[config.mk]
export PLATFORM = sky130hd
export DESIGN_NAME = int_div_unit
export DESIGN_NICKNAME = d
export VERILOG_FILES = /design/src/rtl/int_div_pkg.sv /design/src/rtl/div_prep.sv /design/src/rtl/div_core.sv /design/src/rtl/div_out.sv /design/src/rtl/int_div_unit.sv
export SDC_FILE = /design/constraint.sdc
export NUM_CORES = 1
export LEC_CHECK = 0
export BUFFER_PORTS_ARGS = -buffer_cell sky130_fd_sc_hd__buf_2
export CORE_MARGIN = 2
export CORE_UTILIZATION = 47
export DETAILED_ROUTE_END_ITERATION = 10
export PLACE_DENSITY = 0.67
export SLEW_MARGIN = 15
export SYNTH_ARGS = -nofsm -noshare
export SYNTH_HDL_FRONTEND = slang
export SYNTH_SLANG_ARGS = --single-unit
[constraint.sdc]
create_clock -name clk_i -period 3.5 [get_ports clk_i]
set_input_delay 0.35 -clock clk_i [delete_from_list [all_inputs] [get_ports clk_i]]
set_output_delay 0.35 -clock clk_i [all_outputs]
set_load 0.005 [all_outputs]
[src/rtl/int_div_pkg.sv]
package int_div_pkg;
  typedef enum logic [1:0] {
    EXC_NONE = 2'd0,
    EXC_OVF  = 2'd1,
    EXC_DVZ  = 2'd2
  } exc_e;
endpackage

[src/rtl/div_prep.sv]
module div_prep
  import int_div_pkg::*;
#(
  parameter int unsigned DW = 32
) (
  input  logic [DW-1:0] a_i,
  input  logic [DW-1:0] b_i,
  input  logic          sgn_i,
  output logic [DW-1:0] mag_a_o,
  output logic [DW-1:0] mag_b_o,
  output logic          neg_q_o,
  output exc_e          exc_o
);
  localparam logic [DW-1:0] MOST_NEG = {1'b1, {(DW-1){1'b0}}};
  localparam logic [DW-1:0] ALL_ONES = {DW{1'b1}};

  logic neg_a, neg_b, dvz, ovf;

  always_comb begin
    neg_a   = sgn_i & a_i[DW-1];
    neg_b   = sgn_i & b_i[DW-1];
    mag_a_o = neg_a ? (~a_i + 1'b1) : a_i;
    mag_b_o = neg_b ? (~b_i + 1'b1) : b_i;
    neg_q_o = neg_a ^ neg_b;
    dvz     = (b_i == '0);
    ovf     = sgn_i & (a_i == MOST_NEG) & (b_i == ALL_ONES);
    if (dvz)      exc_o = EXC_DVZ;
    else if (ovf) exc_o = EXC_OVF;
    else          exc_o = EXC_NONE;
  end
endmodule

[src/rtl/div_core.sv]
module div_core #(
  parameter int unsigned DW = 32
) (
  input  logic          clk_i,
  input  logic          rst_ni,
  input  logic          load_i,
  input  logic [DW-1:0] dividend_i,
  input  logic [DW-1:0] divisor_i,
  output logic          done_o,
  output logic [DW-1:0] quot_o
);
  localparam int unsigned CW = $clog2(DW + 1);

  logic [DW-1:0] rem_q, quo_q, dvs_q;
  logic [CW-1:0] cnt_q;
  logic [DW:0]   shifted, diff;
  logic          ge;

  always_comb begin
    shifted = {rem_q, quo_q[DW-1]};
    diff    = shifted - {1'b0, dvs_q};
    ge      = ~diff[DW];
  end

  always_ff @(posedge clk_i or negedge rst_ni) begin
    if (!rst_ni) begin
      rem_q  <= '0;
      quo_q  <= '0;
      dvs_q  <= '0;
      cnt_q  <= '0;
      done_o <= 1'b0;
    end else if (load_i) begin
      rem_q  <= '0;
      quo_q  <= dividend_i;
      dvs_q  <= divisor_i;
      cnt_q  <= CW'(DW);
      done_o <= 1'b0;
    end else if (cnt_q != '0) begin
      rem_q  <= ge ? diff[DW-1:0] : shifted[DW-1:0];
      quo_q  <= {quo_q[DW-2:0], ge};
      cnt_q  <= cnt_q - 1'b1;
      done_o <= (cnt_q == CW'(1));
    end else begin
      done_o <= 1'b0;
    end
  end

  assign quot_o = quo_q;
endmodule

[src/rtl/div_out.sv]
module div_out
  import int_div_pkg::*;
#(
  parameter int unsigned DW   = 32,
  parameter int unsigned NREG = 64,
  parameter int unsigned IW   = $clog2(NREG)
) (
  input  logic            clk_i,
  input  logic            rst_ni,
  input  logic            done_i,
  input  logic [DW-1:0]   raw_q_i,
  input  logic            neg_q_i,
  input  exc_e            exc_i,
  input  logic            ede_i,
  input  logic            nonexc_i,
  input  logic [IW-1:0]   tgt_i,
  output logic            valid_o,
  output logic [DW-1:0]   quot_o,
  output logic            wr_en_o,
  output logic [1:0]      exc_o,
  output logic [NREG-1:0] ne_clr_o,
  output logic [IW-1:0]   tgt_o
);
  localparam logic [DW-1:0] SAT_POS = {1'b0, {(DW-1){1'b1}}};
  localparam logic [DW-1:0] MOST_NEG = {1'b1, {(DW-1){1'b0}}};

  logic [DW-1:0]   fixed_q, sel_q;
  logic            clr_sel;
  logic [NREG-1:0] clr_vec;

  always_comb begin
    fixed_q = neg_q_i ? (~raw_q_i + 1'b1) : raw_q_i;
    unique case (exc_i)
      EXC_OVF: sel_q = ede_i ? SAT_POS : MOST_NEG;
      EXC_DVZ: sel_q = '0;
      default: sel_q = fixed_q;
    endcase
    clr_sel = nonexc_i & (exc_i == EXC_NONE);
  end

  for (genvar g = 0; g < NREG; g++) begin : g_clr
    assign clr_vec[g] = clr_sel & (tgt_i == IW'(g));
  end

  always_ff @(posedge clk_i or negedge rst_ni) begin
    if (!rst_ni) begin
      valid_o  <= 1'b0;
      quot_o   <= '0;
      wr_en_o  <= 1'b0;
      exc_o    <= EXC_NONE;
      ne_clr_o <= '0;
      tgt_o    <= '0;
    end else if (done_i) begin
      valid_o  <= 1'b1;
      quot_o   <= sel_q;
      wr_en_o  <= (exc_i != EXC_DVZ);
      exc_o    <= exc_i;
      ne_clr_o <= clr_vec;
      tgt_o    <= tgt_i;
    end else begin
      valid_o  <= 1'b0;
      wr_en_o  <= 1'b0;
      ne_clr_o <= '0;
    end
  end
endmodule

[src/rtl/int_div_unit.sv]
module int_div_unit
  import int_div_pkg::*;
#(
  parameter int unsigned DW   = 32,
  parameter int unsigned NREG = 64,
  parameter int unsigned IW   = $clog2(NREG)
) (
  input  logic            clk_i,
  input  logic            rst_ni,
  input  logic            start_i,
  input  logic [DW-1:0]   op_a_i,
  input  logic [DW-1:0]   op_b_i,
  input  logic            signed_i,
  input  logic [IW-1:0]   tgt_i,
  input  logic            nonexc_i,
  input  logic            ede_i,
  output logic            busy_o,
  output logic            valid_o,
  output logic [DW-1:0]   quot_o,
  output logic            wr_en_o,
  output logic [1:0]      exc_o,
  output logic [NREG-1:0] ne_clr_o,
  output logic [IW-1:0]   tgt_o
);
  logic          accept, busy_q, core_done;
  logic [DW-1:0] mag_a, mag_b, raw_q;
  logic          neg_q_d, neg_q_q;
  exc_e          exc_d, exc_q;
  logic          ede_q, nonexc_q;
  logic [IW-1:0] tgt_q;

  assign accept = start_i & ~busy_q;

  div_prep #(.DW(DW)) u_prep (
    .a_i    (op_a_i),
    .b_i    (op_b_i),
    .sgn_i  (signed_i),
    .mag_a_o(mag_a),
    .mag_b_o(mag_b),
    .neg_q_o(neg_q_d),
    .exc_o  (exc_d)
  );

  div_core #(.DW(DW)) u_core (
    .clk_i     (clk_i),
    .rst_ni    (rst_ni),
    .load_i    (accept),
    .dividend_i(mag_a),
    .divisor_i (mag_b),
    .done_o    (core_done),
    .quot_o    (raw_q)
  );

  always_ff @(posedge clk_i or negedge rst_ni) begin
    if (!rst_ni) begin
      busy_q   <= 1'b0;
      neg_q_q  <= 1'b0;
      exc_q    <= EXC_NONE;
      ede_q    <= 1'b0;
      nonexc_q <= 1'b0;
      tgt_q    <= '0;
    end else if (accept) begin
      busy_q   <= 1'b1;
      neg_q_q  <= neg_q_d;
      exc_q    <= exc_d;
      ede_q    <= ede_i;
      nonexc_q <= nonexc_i;
      tgt_q    <= tgt_i;
    end else if (core_done) begin
      busy_q   <= 1'b0;
    end
  end

  div_out #(.DW(DW), .NREG(NREG), .IW(IW)) u_out (
    .clk_i   (clk_i),
    .rst_ni  (rst_ni),
    .done_i  (core_done),
    .raw_q_i (raw_q),
    .neg_q_i (neg_q_q),
    .exc_i   (exc_q),
    .ede_i   (ede_q),
    .nonexc_i(nonexc_q),
    .tgt_i   (tgt_q),
    .valid_o (valid_o),
    .quot_o  (quot_o),
    .wr_en_o (wr_en_o),
    .exc_o   (exc_o),
    .ne_clr_o(ne_clr_o),
    .tgt_o   (tgt_o)
  );

  assign busy_o = busy_q;
endmodule

==> results.ini, run 1 <==
[timing]
fmax_ghz = 0.3127
hold_violations = 0
tightest_slew_ps = 989.3
final.period_utilization_pct = 91.38
finClkSkew_ps = 9.786
fin_setup_tns_ps = 0
period_minus_slack_ps = 3198
hold_slack_ps = 16.22
rsz0062_at_grt = false
slew_headroom_pct = 33.75
worst_slack_ps = 301.8
drv_slew = 0
finalSetupViolations = 0

[grt]
grt_max_degree = 89
grt_pass1_wl_mm = 53.39
grt_pass1_vias = 10170
grt_overflow = 0
grtUsageTotal_pct = 23.10
antenna_found_initial = 0

[logic_synthesis]
yosysUniqueCellTypes = 60
syn_area_mm2 = 0.01242
syn-instance-count = 1431
yosys-top-cells-area = dfrtp_1, nand2_1, nor2_1
ys_warn_count = 0
syn_area_per_cell_um2 = 8.679
ys_seq_area_share_pct = 44.53
synth_flop_cell = dfrtp_1
yosysMostFrequentCell = dfrtp_1
ys_seq_elements = 221
synth_edf_count = 0
yosys.area.top_type = dfrtp_1
synthesis.nets = 1550
async_reset_ff_share_pct = 100.0
synthTopCellsByCount = dfrtp_1, nand2_1, nor2_1
netlist.area_leader.share_pct = 44.53

[finish]
drive_gt1_share_pct = 16.63
fin_util_pct = 55.78
syn_to_final_growth_pct = 16.70
final_nets = 1701
stdcell_count = 1935
antenna_cells = 0
fin_area_mm2 = 0.01449

[power_and_ir_drop]
power_mw = 14.96
pwr-share-clk_pct = 17.1
vdd_drop_max_uv = 697.7
sw_frac_of_total_pct = 43.39
seqPwrFrac_pct = 29.0
power.leakage_nw = 6.750
p_int_mw = 8.468
p_sw_mw = 6.489
p_comb_share_pct = 54.0
power-per-cell-area_mw_per_mm2 = 1032

[critical_path]
slowest_stage = a2111o_1
cp.required_ps = 3870
endpoint_kind = flip-flop
critical_path_class = reg2reg
worstPathArrival_ps = 3570
start_kind = flip-flop
crit_fanout = 22
cpPeakStageDelay_ps = 500
r2r_start = u_core.quot_o[31]
setup.worst_path.start = u_core.quot_o[31]
crit_chain = inv_1 > ha_1 > inv_1 > fa_1 > a211oi_1 > o211ai_1 > nand4_1 > a2111o_1 > a31oi_4 > xnor2_2 > buf_6 > nor2_1 > a211oi_1 > a21oi_1

[placed_design]
io_buffers = 182
place.gp.congestion = 0.8701
dp_cells = 1889
dp_hpwl_mm = 23.26
pre_cts_slack_ps = 224.4
postPlaceCellArea_mm2 = 0.01367

[floorplanning]
die_h_um = 166.6
initial_core_util_pct = 47.79
die_x_um = 166.6
core_mm2 = 0.02598
dieArea_mm2 = 0.02774
rows = 59
ios = 183

[drt]
final_antenna_net_count = 0
drcViolationCount = 0
vias = 10660
first_iter_violations = 902
vias_per_cell = 5.506
drtPass1Iterations = 5
wl_per_cell_um = 16.62
routed_wirelength_mm = 32.16

[clock_network]
tritoncts = built
clkSlewWorstSetupHoldPaths_ps = 60
cts_htree_levels = 1
clk_latency_ps = 530
cts_root_buf = clkbuf_16
cts_setup_buffers = 0
cts_buffers = 25
cts.sinks = 221
clockBufferDepth = 3

[run_status]
status = finished clean

[worst_hold_path]
hold_class = in2reg
hp-start = ede_i

[run]
cap_viol_max_count = 0

==> final cells by class <==
class / instances / area [um2]
repair buffers: 206 / 1132
clock buffers: 34 / 689.4
well taps: 335 / 419.2
inverters: 60 / 225.2
fillers: 2429 / 11490
clock inverters: 11 / 115.1
multi-input cells: 1068 / 6382
flip-flops and latches: 221 / 5530
==> cell usage in the layout (no fill, tap or decap), types with 3 or more instances in the layout <==
cell type,instances
nor2_1,189
a31oi_1,39
o21a_1,6
buf_4,20
o211ai_1,6
buf_2,181
and2_1,4
or4_1,9
o22a_1,31
o21ai_0,95
xnor2_1,55
nand3_1,21
xor2_1,63
nor2b_1,8
a211o_1,3
or3_1,15
clkbuf_8,3
o211a_1,5
a41oi_1,3
o41ai_1,8
mux2_2,8
nor3_1,26
nor4_1,11
o31ai_1,17
dfrtp_1,221
inv_1,59
nand2b_1,7
and3_1,3
o21bai_1,4
a21o_1,12
clkbuf_16,25
mux2i_1,6
a211oi_1,9
ha_1,42
clkbuf_1,6
a21oi_1,114
clkinv_2,3
o21ai_1,9
nand2_1,193
nand4_1,14
==> per-layer routing <==
| layer | global-route usage [%] | vias to the layer above | wire length, um |
|---|---|---|---|
| met5 | 0 | - | 0 |
| met4 | 4.948 | 0 | 543 |
| met3 | 2.994 | 35 | 1879 |
| met2 | 35.45 | 311 | 14140 |
| met1 | 35.08 | 5053 | 15600 |
| li1 | - | 5256 | - |
==> worst max-delay path, delay by kind of cell (launching register included) <==
kind	cells	cell delay, ps
compound gates	6	1480
xor+xnor	1	180
fa+ha+maj	2	430
buf+inv	3	380
flops	1	370
simple gates	2	200
==> power groups by stage <==
| stage | logic [mW] | clock network, mW | registers, mW |
|---|---|---|---|
| 6_report | 8.07 | 2.56 | 4.33 |
| 5_1_grt | 9.15 | 2.70 | 4.47 |
| 4_1_cts | 8.03 | 2.61 | 4.32 |
| 3_5_place_dp | 7.98 | 0 | 4.36 |
| 3_3_place_gp | 7.84 | 0 | 4.31 |
| 2_1_floorplan | 6.16 | 0 | 4.11 |
==> worst paths after layout <==
check | to | cells after the start | slack (ps)
worst max-delay path | u_core.quot_o[0] | 14 | 300
worst min-delay path | ede_q | 3 | 20
worst max register to register | u_core.quot_o[0] | 14 | 300
worst min register to register | u_core.dvs_q[3] | 2 | 480
max in group asynchronous | u_out.ne_clr_o[12] | 3 | 2150
min in group asynchronous | u_out.ne_clr_o[0] | 2 | 400
==> logic make-up after synthesis <==
group | Yosys count | share of synthesized area (%)
buffers and inverters | 142 | 4.332
AOI/OAI and AO/OA | 374 | 18.66
muxes | 14 | 1.209
and+or+nand+nor | 518 | 18.49
DFF | 221 | 44.53
adders and majority gates | 43 | 4.392
xor gates and xnor gates | 119 | 8.392
==> state kept, by name, summed over array words and instances (netlist names) <==
name            count
nonexc_q            1
neg_q_q             1
tgt_q               6
u_out.valid_o       1
u_out.wr_en_o       1
u_core.quot_o      32
ede_q               1
busy_o              1
u_core.done_o       1
u_out.exc_o         2
u_core.dvs_q       32
u_out.quot_o       32
exc_q               2
u_core.rem_q       32
u_out.tgt_o         6
u_out.ne_clr_o     64
u_core.cnt_q        6
==> repair_timing <==
| action | in CTS | in global routing |
|---|---|---|
| hold endpoints to repair | 76 | 0 |
| hold buffers | 1 | 0 |
| endpoints found under the setup margin | 0 | 9 |
| resized for setup | 0 | 2 |
(Power assumes the default switching activity.)
==> inputs of run 2 (changes only) <==
--- a/config.mk
+++ b/config.mk
@@ -9,8 +9,9 @@
 export CORE_MARGIN = 2
 export CORE_UTILIZATION = 47
 export DETAILED_ROUTE_END_ITERATION = 10
+export MAX_ROUTING_LAYER = met4
 export PLACE_DENSITY = 0.67
-export SLEW_MARGIN = 15
+export SLEW_MARGIN = 20
 export SYNTH_ARGS = -nofsm -noshare
 export SYNTH_HDL_FRONTEND = slang
 export SYNTH_SLANG_ARGS = --single-unit
==> run 2 against run 1 <==
Against the previous run:
- clock skew down 3.4 ps
- via count shrank 0.26%
- clock power decreased by 5%
- critical endpoint unchanged
- highest routed layer unchanged
==> results.ini, run 2 (synthesis results as in run 1) <==
[finish]
syn_to_final_growth_pct = 16.63  ; about the same
final_common_cell = dfrtp_1
drive_gt1_share_pct = 16.76  ; +0.14 points
n_fill_cell = 2375  ; -2.2%
largest_register_ff_count = 64  ; unchanged
fin_util_pct = 55.74  ; about the same
final_nets = 1700  ; -0.059%
mostFrequentLayoutCells = dfrtp_1, nand2_1, nor2_1, buf_2, a21oi_1
regMostFlops = u_out.ne_clr_o

[grt]
groute.layer.met2.usage_pct = 34.75  ; -0.70 points
gr-max-usage-layer = met2
grt_overflow = 0  ; unchanged
grt_use_met1_pct = 34.53  ; -0.55 points
grt_pass1_vias = 9987  ; -1.8%
antenna_found_initial = 1  ; +1
grt.met3_usage_pct = 3.279  ; +0.29 points
grt_max_degree = 120  ; +35%
grtUsageTotal_pct = 23.50  ; +0.40 points
grt_pass1_wl_mm = 52.59  ; -1.5%

[drt]
first_iter_violations = 977  ; +8.3%
drcViolationCount = 0  ; unchanged
vias = 10630  ; -0.26%
routed_wirelength_mm = 31.88  ; -0.86%
final_antenna_net_count = 0  ; unchanged
drtPass1Iterations = 5  ; unchanged
wl_per_cell_um = 16.48  ; -0.86%
vias_per_cell = 5.492  ; -0.26%

[critical_path]
start_kind = flip-flop
r2r_cells = 14  ; unchanged
worstPathArrival_ps = 3590  ; +20 ps
crit_fanout = 22  ; unchanged
critical_path_class = reg2reg
endpoint_kind = flip-flop
cp.required_ps = 3870  ; about the same

[clock_network]
cts.sinks = 221  ; unchanged
clk_latency_ps = 520  ; about the same
cts_root_buf = clkbuf_16
tritoncts = built
cts_htree_levels = 1  ; unchanged
cts_buffers = 24  ; -4.0%
clkSlewWorstSetupHoldPaths_ps = 60  ; about the same
clockBufferDepth = 3  ; unchanged

[timing]
slew_headroom_pct = 35.08  ; +1.3 points
drv_slew = 0  ; unchanged
fmax_ghz = 0.3107  ; -0.64%
finClkSkew_ps = 6.389  ; -3.396 ps
tightest_slew_ps = 969.4  ; -19.90 ps
finalSetupViolations = 0  ; unchanged
period_minus_slack_ps = 3219  ; +20.57 ps
hold_violations = 0  ; unchanged
final.period_utilization_pct = 91.97  ; +0.59 points
rsz0062_at_grt = false
worst_slack_ps = 281.2  ; -20.57 ps
fin_setup_tns_ps = 0  ; unchanged

[power_and_ir_drop]
vdd_drop_max_uv = 534.3  ; -23%
seqPwrFrac_pct = 29.1  ; about the same
power-per-cell-area_mw_per_mm2 = 1028  ; -0.35%
pwr-share-clk_pct = 16.4  ; -0.7 points
sw_frac_of_total_pct = 43.69  ; +0.30 points
p_comb_share_pct = 54.5  ; +0.5 points
p_sw_mw = 6.507  ; +0.28%
p_int_mw = 8.388  ; -0.94%
power.leakage_nw = 6.750  ; about the same

[floorplanning]
dieArea_mm2 = 0.02774  ; unchanged
die_h_um = 166.6  ; unchanged
die_x_um = 166.6  ; unchanged
ios = 183  ; unchanged
rows = 59  ; unchanged
initial_core_util_pct = 47.79  ; unchanged
core_mm2 = 0.02598  ; unchanged

[run_status]
status = finished clean

[placed_design]
dp_hpwl_mm = 23.12  ; -0.61%
pre_cts_slack_ps = 207.9  ; -16.48 ps
io_buffers = 182  ; unchanged
place.gp.congestion = 0.8844  ; +1.6%

[worst_hold_path]
hold_class = in2reg
whs_path_depth = 3  ; unchanged

[run]
cap_viol_max_count = 0  ; unchanged

## run 2: changes by cell type in the layout (fill, tap and decap cells not counted), sizes merged
cell	previous run	this run
diode	0	1
clkinv	6	9
bufinv	1	0
clkbuf	34	32
inv	62	61
## run 2: layer usage
layer	wire length [um]	up-vias
met5	0	-
met4	527	0
met1	15640	4995
met3	1832	37
met2	13890	334
li1	-	5261
## run 2: final cells by class
cell class,count,area [um2],share of cell area (%)
antenna,1,2.502,0.01728
clock buffer,32,680.7,4.699
clock inverter,12,87.58,0.6046
inverter,60,225.2,1.555
multi-input combinational,1068,6382,44.06
sequential,221,5530,38.18
tap,335,419.2,2.894
timing repair buffer,206,1157,7.990
## run 2: per-stage QoR
step	area [um2]	total power, mW	hold slack [ps]	cells
after floorplan	12420	10.26	54.41	1431
after global placement	13690	12.18	463.0	1889
after detailed placement	13690	12.37	470.6	1889
after CTS	14470	14.86	18.10	1934
after global routing	14490	16.20	44.24	1935
final	14490	14.89	36.52	1935
## run 2: final timing paths
path | slack [ps] | endpoint | start
worst max-delay path | 280 | u_core.quot_o[0] | u_core.quot_o[31]
worst min-delay path | 40 | ede_q | ede_i
worst max register to register | 280 | u_core.quot_o[0] | u_core.quot_o[31]
worst min register to register | 480 | u_core.dvs_q[6] | u_core.dvs_q[6]
max in group asynchronous | 2160 | u_core.quot_o[12] | rst_ni
min in group asynchronous | 510 | u_out.ne_clr_o[22] | rst_ni
## run 2: power by group through the flow
| stage | clock, mW | sequential (mW) | combinational [mW] |
|---|---|---|---|
| after floorplan | 0 | 4.11 | 6.16 |
| after global placement | 0 | 4.31 | 7.87 |
| after detailed placement | 0 | 4.35 | 8.02 |
| after CTS | 2.49 | 4.31 | 8.06 |
| after global routing | 2.59 | 4.46 | 9.15 |
| final | 2.44 | 4.33 | 8.12 |
## run 2: worst max-delay path: stages (launching register included)
cell,delay [ps]
dfrtp_1,360
inv_1,80
ha_1,200
inv_1,70
fa_1,220
a211oi_1,100
o211ai_1,340
nand4_1,140
a2111o_1,460
a31oi_4,280
xnor2_2,180
buf_6,250
nor2_1,60
a211oi_1,260
a21oi_1,70
## run 2: repair_timing
action                                 CTS  global route
hold buffers                             1             0
resized for setup                        0             2
endpoints found under the hold margin  117             0
buffers inserted                         0             0
setup endpoints to repair                0             7
